==> src/rtl/prf_pkg.sv <==
`timescale 1ns/1ps
package prf_pkg;

  typedef enum logic [1:0] {
    PC_HOLD = 2'd0,
    PC_LOAD = 2'd1,
    PC_STEP = 2'd2
  } pc_op_e;

  typedef enum logic [2:0] {
    SP_HOLD     = 3'd0,
    SP_LOAD     = 3'd1,
    SP_DOWN     = 3'd2,
    SP_UP       = 3'd3,
    SP_CONFLICT = 3'd4
  } sp_op_e;

  // Program counter: a load wins over a step.
  function automatic pc_op_e pc_decode(input logic load, input logic step);
    if (load)      return PC_LOAD;
    else if (step) return PC_STEP;
    else           return PC_HOLD;
  endfunction

  // Stack pointer: a load wins; push and pop together is a conflict.
  function automatic sp_op_e sp_decode(input logic load, input logic push,
                                       input logic pop);
    if (load)              return SP_LOAD;
    else if (push && pop)  return SP_CONFLICT;
    else if (push)         return SP_DOWN;
    else if (pop)          return SP_UP;
    else                   return SP_HOLD;
  endfunction

endpackage

==> src/rtl/prf_byte_bank.sv <==
`timescale 1ns/1ps
module prf_byte_bank #(
  parameter int BYTE_W     = 8,
  parameter int NUM_PAIRS  = 3,
  parameter int SEL_W      = 3,
  parameter int PAIR_SEL_W = 2,
  localparam int NUM_REGS  = 2 * NUM_PAIRS,
  localparam int WIDE_W    = 2 * BYTE_W
) (
  input  logic                         clk,
  input  logic                         wr_en,
  input  logic                         wr_wide,
  input  logic [SEL_W-1:0]             wr_sel,
  input  logic [PAIR_SEL_W-1:0]        wr_pair_sel,
  input  logic [WIDE_W-1:0]            wr_data,
  input  logic [SEL_W-1:0]             rd_a_sel,
  input  logic [SEL_W-1:0]             rd_b_sel,
  input  logic [PAIR_SEL_W-1:0]        rd_pair_sel,
  output logic [BYTE_W-1:0]            rd_a_data,
  output logic [BYTE_W-1:0]            rd_b_data,
  output logic [WIDE_W-1:0]            rd_pair_data,
  output logic [NUM_REGS*BYTE_W-1:0]   bank_flat
);

  logic [BYTE_W-1:0] regs_q [NUM_REGS];

  // Even index = high byte of its pair, odd index = low byte.
  for (genvar i = 0; i < NUM_REGS; i++) begin : g_reg
    logic byte_hit;
    logic pair_hit;
    assign byte_hit = wr_en && !wr_wide && (wr_sel == SEL_W'(i));
    assign pair_hit = wr_en &&  wr_wide && (wr_pair_sel == PAIR_SEL_W'(i / 2));

    if ((i % 2) == 0) begin : g_high
      always_ff @(posedge clk) begin
        if (byte_hit)      regs_q[i] <= wr_data[BYTE_W-1:0];
        else if (pair_hit) regs_q[i] <= wr_data[WIDE_W-1:BYTE_W];
      end
    end else begin : g_low
      always_ff @(posedge clk) begin
        if (byte_hit)      regs_q[i] <= wr_data[BYTE_W-1:0];
        else if (pair_hit) regs_q[i] <= wr_data[BYTE_W-1:0];
      end
    end

    assign bank_flat[i*BYTE_W +: BYTE_W] = regs_q[i];
  end

  // Reads come straight from the stored state: a same-cycle write is not seen.
  always_comb begin
    rd_a_data = '0;
    rd_b_data = '0;
    for (int k = 0; k < NUM_REGS; k++) begin
      if (rd_a_sel == SEL_W'(k)) rd_a_data = regs_q[k];
      if (rd_b_sel == SEL_W'(k)) rd_b_data = regs_q[k];
    end
  end

  always_comb begin
    rd_pair_data = '0;
    for (int p = 0; p < NUM_PAIRS; p++) begin
      if (rd_pair_sel == PAIR_SEL_W'(p))
        rd_pair_data = {regs_q[2*p], regs_q[2*p+1]};
    end
  end

endmodule

==> src/rtl/prf_pc_unit.sv <==
`timescale 1ns/1ps
module prf_pc_unit #(
  parameter int PTR_W = 16
) (
  input  logic             clk,
  input  logic             rst_n,
  input  prf_pkg::pc_op_e  op,
  input  logic [PTR_W-1:0] load_val,
  output logic [PTR_W-1:0] pc_q
);
  import prf_pkg::*;

  logic [PTR_W-1:0] pc_next;

  always_comb begin
    unique case (op)
      PC_LOAD: pc_next = load_val;
      PC_STEP: pc_next = pc_q + PTR_W'(1);
      default: pc_next = pc_q;
    endcase
  end

  always_ff @(posedge clk) begin
    if (!rst_n) pc_q <= '0;
    else        pc_q <= pc_next;
  end

endmodule

==> src/rtl/prf_sp_unit.sv <==
`timescale 1ns/1ps
module prf_sp_unit #(
  parameter int PTR_W = 16
) (
  input  logic             clk,
  input  logic             rst_n,
  input  prf_pkg::sp_op_e  op,
  input  logic [PTR_W-1:0] load_val,
  output logic [PTR_W-1:0] sp_q,
  output logic             err_q
);
  import prf_pkg::*;

  logic [PTR_W-1:0] sp_next;

  always_comb begin
    unique case (op)
      SP_LOAD: sp_next = load_val;
      SP_DOWN: sp_next = sp_q - PTR_W'(1);
      SP_UP:   sp_next = sp_q + PTR_W'(1);
      default: sp_next = sp_q;
    endcase
  end

  always_ff @(posedge clk) begin
    if (!rst_n) begin
      sp_q  <= '0;
      err_q <= 1'b0;
    end else begin
      sp_q  <= sp_next;
      err_q <= (op == SP_CONFLICT);
    end
  end

endmodule

==> src/rtl/pair_regfile.sv <==
`timescale 1ns/1ps
module pair_regfile #(
  parameter int BYTE_W     = 8,
  parameter int PTR_W      = 16,
  parameter int NUM_PAIRS  = 3,
  localparam int NUM_REGS   = 2 * NUM_PAIRS,
  localparam int SEL_W      = $clog2(NUM_REGS + 2),
  localparam int PAIR_SEL_W = $clog2(NUM_PAIRS + 1),
  localparam int WIDE_W     = 2 * BYTE_W
) (
  input  logic                  clk,
  input  logic                  rst_n,
  input  logic [SEL_W-1:0]      rd_a_sel,
  input  logic [SEL_W-1:0]      rd_b_sel,
  output logic [BYTE_W-1:0]     rd_a_data,
  output logic [BYTE_W-1:0]     rd_b_data,
  input  logic [PAIR_SEL_W-1:0] rd_pair_sel,
  output logic [WIDE_W-1:0]     rd_pair_data,
  input  logic                  wr_en,
  input  logic                  wr_wide,
  input  logic [SEL_W-1:0]      wr_sel,
  input  logic [PAIR_SEL_W-1:0] wr_pair_sel,
  input  logic [WIDE_W-1:0]     wr_data,
  input  logic                  pc_load,
  input  logic                  pc_inc,
  input  logic [PTR_W-1:0]      pc_load_val,
  output logic [PTR_W-1:0]      pc_out,
  input  logic                  sp_load,
  input  logic                  sp_push,
  input  logic                  sp_pop,
  input  logic [PTR_W-1:0]      sp_load_val,
  output logic [PTR_W-1:0]      sp_out,
  output logic                  sp_err
);
  import prf_pkg::*;

  pc_op_e                     pc_op;
  sp_op_e                     sp_op;
  logic [NUM_REGS*BYTE_W-1:0] bank_flat;

  assign pc_op = pc_decode(pc_load, pc_inc);
  assign sp_op = sp_decode(sp_load, sp_push, sp_pop);

  prf_byte_bank #(
    .BYTE_W(BYTE_W), .NUM_PAIRS(NUM_PAIRS),
    .SEL_W(SEL_W), .PAIR_SEL_W(PAIR_SEL_W)
  ) bank_i (
    .clk(clk), .wr_en(wr_en), .wr_wide(wr_wide), .wr_sel(wr_sel),
    .wr_pair_sel(wr_pair_sel), .wr_data(wr_data),
    .rd_a_sel(rd_a_sel), .rd_b_sel(rd_b_sel), .rd_pair_sel(rd_pair_sel),
    .rd_a_data(rd_a_data), .rd_b_data(rd_b_data),
    .rd_pair_data(rd_pair_data), .bank_flat(bank_flat)
  );

  prf_pc_unit #(.PTR_W(PTR_W)) pc_i (
    .clk(clk), .rst_n(rst_n), .op(pc_op), .load_val(pc_load_val), .pc_q(pc_out)
  );

  prf_sp_unit #(.PTR_W(PTR_W)) sp_i (
    .clk(clk), .rst_n(rst_n), .op(sp_op), .load_val(sp_load_val),
    .sp_q(sp_out), .err_q(sp_err)
  );

endmodule

==> config.mk <==
export PLATFORM = sky130hd
export DESIGN_NAME = pair_regfile
export DESIGN_NICKNAME = d
export VERILOG_FILES = /design/src/rtl/prf_pkg.sv /design/src/rtl/prf_byte_bank.sv /design/src/rtl/prf_pc_unit.sv /design/src/rtl/prf_sp_unit.sv /design/src/rtl/pair_regfile.sv
export SDC_FILE = /design/constraint.sdc
export NUM_CORES = 1
export LEC_CHECK = 0
export ABC_AREA = 0
export ABC_CLOCK_PERIOD_IN_PS = 2900
export BUFFER_PORTS_ARGS = -buffer_cell sky130_fd_sc_hd__buf_4
export CORE_ASPECT_RATIO = 1.5
export CORE_UTILIZATION = 45
export DETAILED_ROUTE_END_ITERATION = 10
export PLACE_DENSITY = 0.77
export SLEW_MARGIN = 40
export SYNTH_ARGS = -nofsm -noshare
export SYNTH_HDL_FRONTEND = slang
export SYNTH_SLANG_ARGS = --single-unit
==> constraint.sdc <==
create_clock -name clk -period 2.9 [get_ports clk]
set_input_delay 0.435 -clock clk [delete_from_list [all_inputs] [get_ports clk]]
set_output_delay 0.435 -clock clk [all_outputs]
set_load 0.01 [all_outputs]
# After elaboration in Yosys (flattened, before gate mapping)
# Memories as Yosys holds them, arrays and structs flattened.
# Cells that the tools add are included.
# op_classes
n_reduce_logical	24
div_mod_pow	0
order_cmp	0
mul	0
mux	68
shifts	0
bitwise	6
n_eq_ne	25
add_sub_neg	3
# op_table
operator	count
8-bit two-way mux	22
16-bit two-way mux	3
16-bit case mux with 3 select lines	1
16-bit by 1-bit adder with 16-bit output, second input constant	2
16-bit case mux with 2 select lines	1
8-bit OR reduction	4
1-bit two-way mux	31
3-bit by 2-bit == test with 1-bit output, second input constant	8
3-bit == test, second input constant	7
3-bit two-way mux	6
16-bit by 1-bit subtractor with 16-bit output, second input constant	1
3-bit by 1-bit == test with 1-bit output, second input constant	4
1-bit logical AND	12
3-bit zero test	3
2-bit two-way mux	4
2-bit by 1-bit == test with 1-bit output, second input constant	3
2-bit == test, second input constant	3
1-bit OR	6
2-bit zero test	2
3-bit nonzero test	1
2-bit nonzero test	1
1-bit zero test	1
# word_totals
inputBits	70
elab_cells	130
latch_bits	0
register_bits	33
n_memories	1
romBits	0
out_inout_bits	65
ram_bits	48
# memory_table
name	words	width	rd	rd_ports_with_merged_regs	wr	line	rtl
bank_i.regs_q	6	8	6	0	2	prf_byte_bank.sv:25	logic [BYTE_W-1:0] regs_q [NUM_REGS];

# Logic depth before layout (Yosys ltp)
# logic_depth
word_depth	9
mapped_depth	12
mapped_depth_nobuf	12

# Modules after synthesis
# Synthesis repeated with hierarchy kept, for this count alone.
# hier_totals
hier_cells	572
hier_area_um2	5551.6
# modules_own_cells
module	seq_area_each_um2	area_per_inst_um2	n_inst	cells_per_inst
prf_byte_bank	1441.4	2970.3	1	243
prf_sp_unit	340.3	1501.4	1	189
prf_pc_unit	320.3	1028.5	1	133
pair_regfile	0.0	51.3	1	7

# Least setup slack after synthesis
# OpenSTA, ideal clock, no wires.
# synth_timing
kind	input to register
from	input port sp_push
to	register sp_i.sp_q[12]
cell_stages	11
setup_ns	0.142
arrival_time_ns	2.829
path_slack_ns	-0.071
required_time_ns	2.758
path_buffers	0
cell_sequence	inv_1 -> ha_1 -> nor3_1 -> nand2_1 -> ha_1 -> o211ai_1 -> a21oi_1 -> o211ai_1 -> a31oi_1 -> a2111oi_0 -> a311oi_1
# synth_between
elab_chain_len	5
word_cells_on_any_way	9
cone_classes	eq/ne: 3; mux: 4; reduce/logical: 2
# synth_rtl
element	line	rtl
from (decl)	pair_regfile.sv:29	input logic sp_push,
2-bit two-way mux / 1-bit logical AND (equally long branches)	prf_pkg.sv:30, prf_pkg.sv:29	
3-bit two-way mux (*)	prf_pkg.sv:29	else if (push && pop) return SP_CONFLICT;
3-bit two-way mux (*)	prf_pkg.sv:28	if (load) return SP_LOAD;
3-bit by 2-bit == test with 1-bit output / 3-bit by 1-bit == test with 1-bit output (equally long branches)	prf_sp_unit.sv:17	unique case (op)
16-bit case mux with 3 select lines / 3-bit nonzero test (equally long branches)	--	
to (signal assigned)	prf_sp_unit.sv:30	sp_q <= sp_next;
to (decl)	prf_sp_unit.sv:9	output logic [PTR_W-1:0] sp_q,
# Every way passes the cells marked *; elsewhere a longest branch is shown, timed or not.
# A chain may end at the register's enable or synchronous reset.

# Worst setup path in the final report
# layout_timing
from	input port sp_push
to	register sp_i.sp_q[14]
# The elaborated chain is that of the path after synthesis.

==> results.tsv <==
metric	value	unit
relative max-transition margin	0.5912	
htree depth	3	
Initial Util	0.4590	
Rows	48	
fin. max-slew vios	0	
asr flop ratio synth	0	
number of routed nets with antenna violations	0	
Routed WL	14.07	mm
CP Launch Type	primary input	
Sink Count	81	
sequential share of power	0.403	
GRT overflow	0	
Min Clock Period, post-route	2612	ps
post-CTS sizing	0	
DRC	0	
clock buffer depth	2	
post-synth design cell area	5265	um2
Int Pwr	2.369	mW
fmax	0.3828	GHz
Most used DFF post-synth	edfxtp_1	
Post-synth EDFFs	48	
die area	12150	um2
fill cell count	990	
Ports	135	
register area share after synthesis	0.3992	
largest net degree at the start of global routing	35	
Hold-fix buffers, CTS	0	
Layout Skew	8.961	ps
Tot GR Track Use	0.2322	
status	finished clean	
nets	774	
# setup viols final	0	
Total Power	3.410	mW
clock network power share	0.316	
PortBufs	134	
commonest non-fill, non-tap cell in the layout	buf_4	
Setup Slack @ Placement	-67.45	ps
FF/Latch Area	2102	um2
Min-Delay Path Class	primary input to flip-flop	
Lkg Pwr	2.925	nW
Hold Slack	314.0	ps
total iterations of the first detailed-routing run	4	
die width	90.32	um
clock-pin slew on the worst setup and hold paths	70	ps
Layout area overhead	28.80	%
first-pass GRT wire length	22.46	mm
Synth Instances	551	
antenna cells	0	
area occupied by multi-input gates	2989	um2
commonest non-fill, non-tap cells in the layout	buf_4, nand2_1, edfxtp_1	
RSZ-0062 raised after global routing	no	
layout cells sized above 1	0.3033	
Max VDD drop	0.2845	mV
vias	4718	
final period utilization	0.9008	
Worst Path Arrival	2870	ps
Comb power frac	0.281	
vias per cell	5.623	
Floorplan Core Area	11470	um2
WP data required	3160	ps
initial antenna violation count	0	
Sw Share	0.3055	
Post-CTS Setup Inserts	0	
DR iter-0 viols	168	
WS Path Type	primary input to flip-flop	
Max-cap violations	0	
Yosys reg bits	81	
vias in the first global route	4622	
final hold vios	0	
syn avg cell area	9.555	um2
CTS tree	yes	
Crit Path Max Fanout	10	
reg-to-reg slack, setup	680	ps
Sw Pwr	1.042	mW
CTS Buf Count	9	
root buf cell	clkbuf_16	
CP Capture Type	flip-flop	
Die Y	134.5	um
Synth Warn #	0	
Placer Congestion	0.9582	
worst setup margin	287.8	ps
clk_lat worst skew	330	ps
synth unique cells	50	
Worst Max-Slew Pin Slew	606.8	ps
routed len/inst	16.76	um
Post-DP HPWL	11.00	mm
Syn Nets	641	
PwrDens	502.9	nW/um2
## cells by family after synthesis
family                   share of synthesized area
AO/OA/AOI/OAI                               0.1702
XOR/XNOR                                   0.04492
adder cells (fa/ha/maj)                    0.04895
buffers and inverters                      0.03517
flip-flops                                  0.3992
multiplexers                                0.1561
AND/OR/NAND/NOR                             0.1454
## sequential cells by signal, indices dropped and copies added (netlist names)
| register | cells |
|---|---|
| pc_i.pc_q | 16 |
| sp_i.err_q | 1 |
| sp_i.sp_q | 16 |
| bank_i.regs_q | 48 |
## stage by stage
stage,TNS [ps],instance area [um2],util,std cells
finish,0,6782,0.5912,839
global route,0,6782,0.5912,839
CTS,0,6782,0.5912,839
detailed placement,-133.5,6499,0.5665,823
global placement,0,6499,0.5665,823
floorplan,0,5268,-,551
## synth_stat cells (all sizes together) (5+ instances only)
library cell	count	area (um2)
inv	13	48.80
a31oi	10	62.56
clkbuf	24	90.09
nor2	28	105.1
o221ai	12	105.1
ha	19	237.7
nand4	9	56.30
nand3	11	55.05
nand2b	6	37.54
edfxtp	48	1441
xnor2	14	122.6
a21oi	34	170.2
mux2i	45	450.4
mux2	25	281.5
dfxtp	33	660.6
nand2	72	270.3
o21ai	47	235.2
xor2	13	113.9
o211a	7	70.07
buf	10	46.29
and2	11	68.82
a21o	5	37.54
o211ai	12	90.09
## power by group through the flow
stage	Sequential [mW]	Combinational, mW	Clock (mW)
finish	1.37	0.959	1.08
global route	1.38	1.05	1.15
CTS	1.37	0.960	1.11
detailed placement	1.40	0.955	0
global placement	1.39	0.941	0
floorplan	1.39	0.561	0
## critical path: stages
cell,delay [ps]
buf_4,80
inv_1,30
ha_1,310
nor3_2,170
nand2_2,210
buf_4,220
ha_1,300
a21oi_1,240
o21ai_0,160
a221oi_1,300
o31ai_1,130
xnor2_1,140
a21oi_1,140
## layout make-up
| type | instances | area share |
|---|---|---|
| Multi-Input combinational cell | 423 | 0.4408 |
| Timing Repair Buffer | 156 | 0.1727 |
| Clock inverter | 7 | 0.008487 |
| Sequential cell | 81 | 0.3100 |
| Tap cell | 150 | 0.02768 |
| Clock buffer | 9 | 0.03321 |
| Inverter | 13 | 0.007196 |
## worst paths after layout
kind / startpoint / end / cells past startpoint
setup reg to reg: sp_i.sp_q[0] / sp_i.sp_q[14] / 9
hold / removal: wr_data[5] / bank_i.regs_q[2][13] / 1
setup / recovery: sp_push / sp_i.sp_q[14] / 13
hold reg to reg: sp_i.sp_q[3] / sp_i.sp_q[3] / 1
## metal layers
metal  track usage  vias up  part of all wire
li1              -     2310                 -
met1        0.2539     2188              0.38
met2        0.4360      196              0.54
met3       0.03829       24             0.056
met4        0.1066        0             0.026
met5             0        -                 0
No activity file was read; power rests on OpenSTA's default activity.
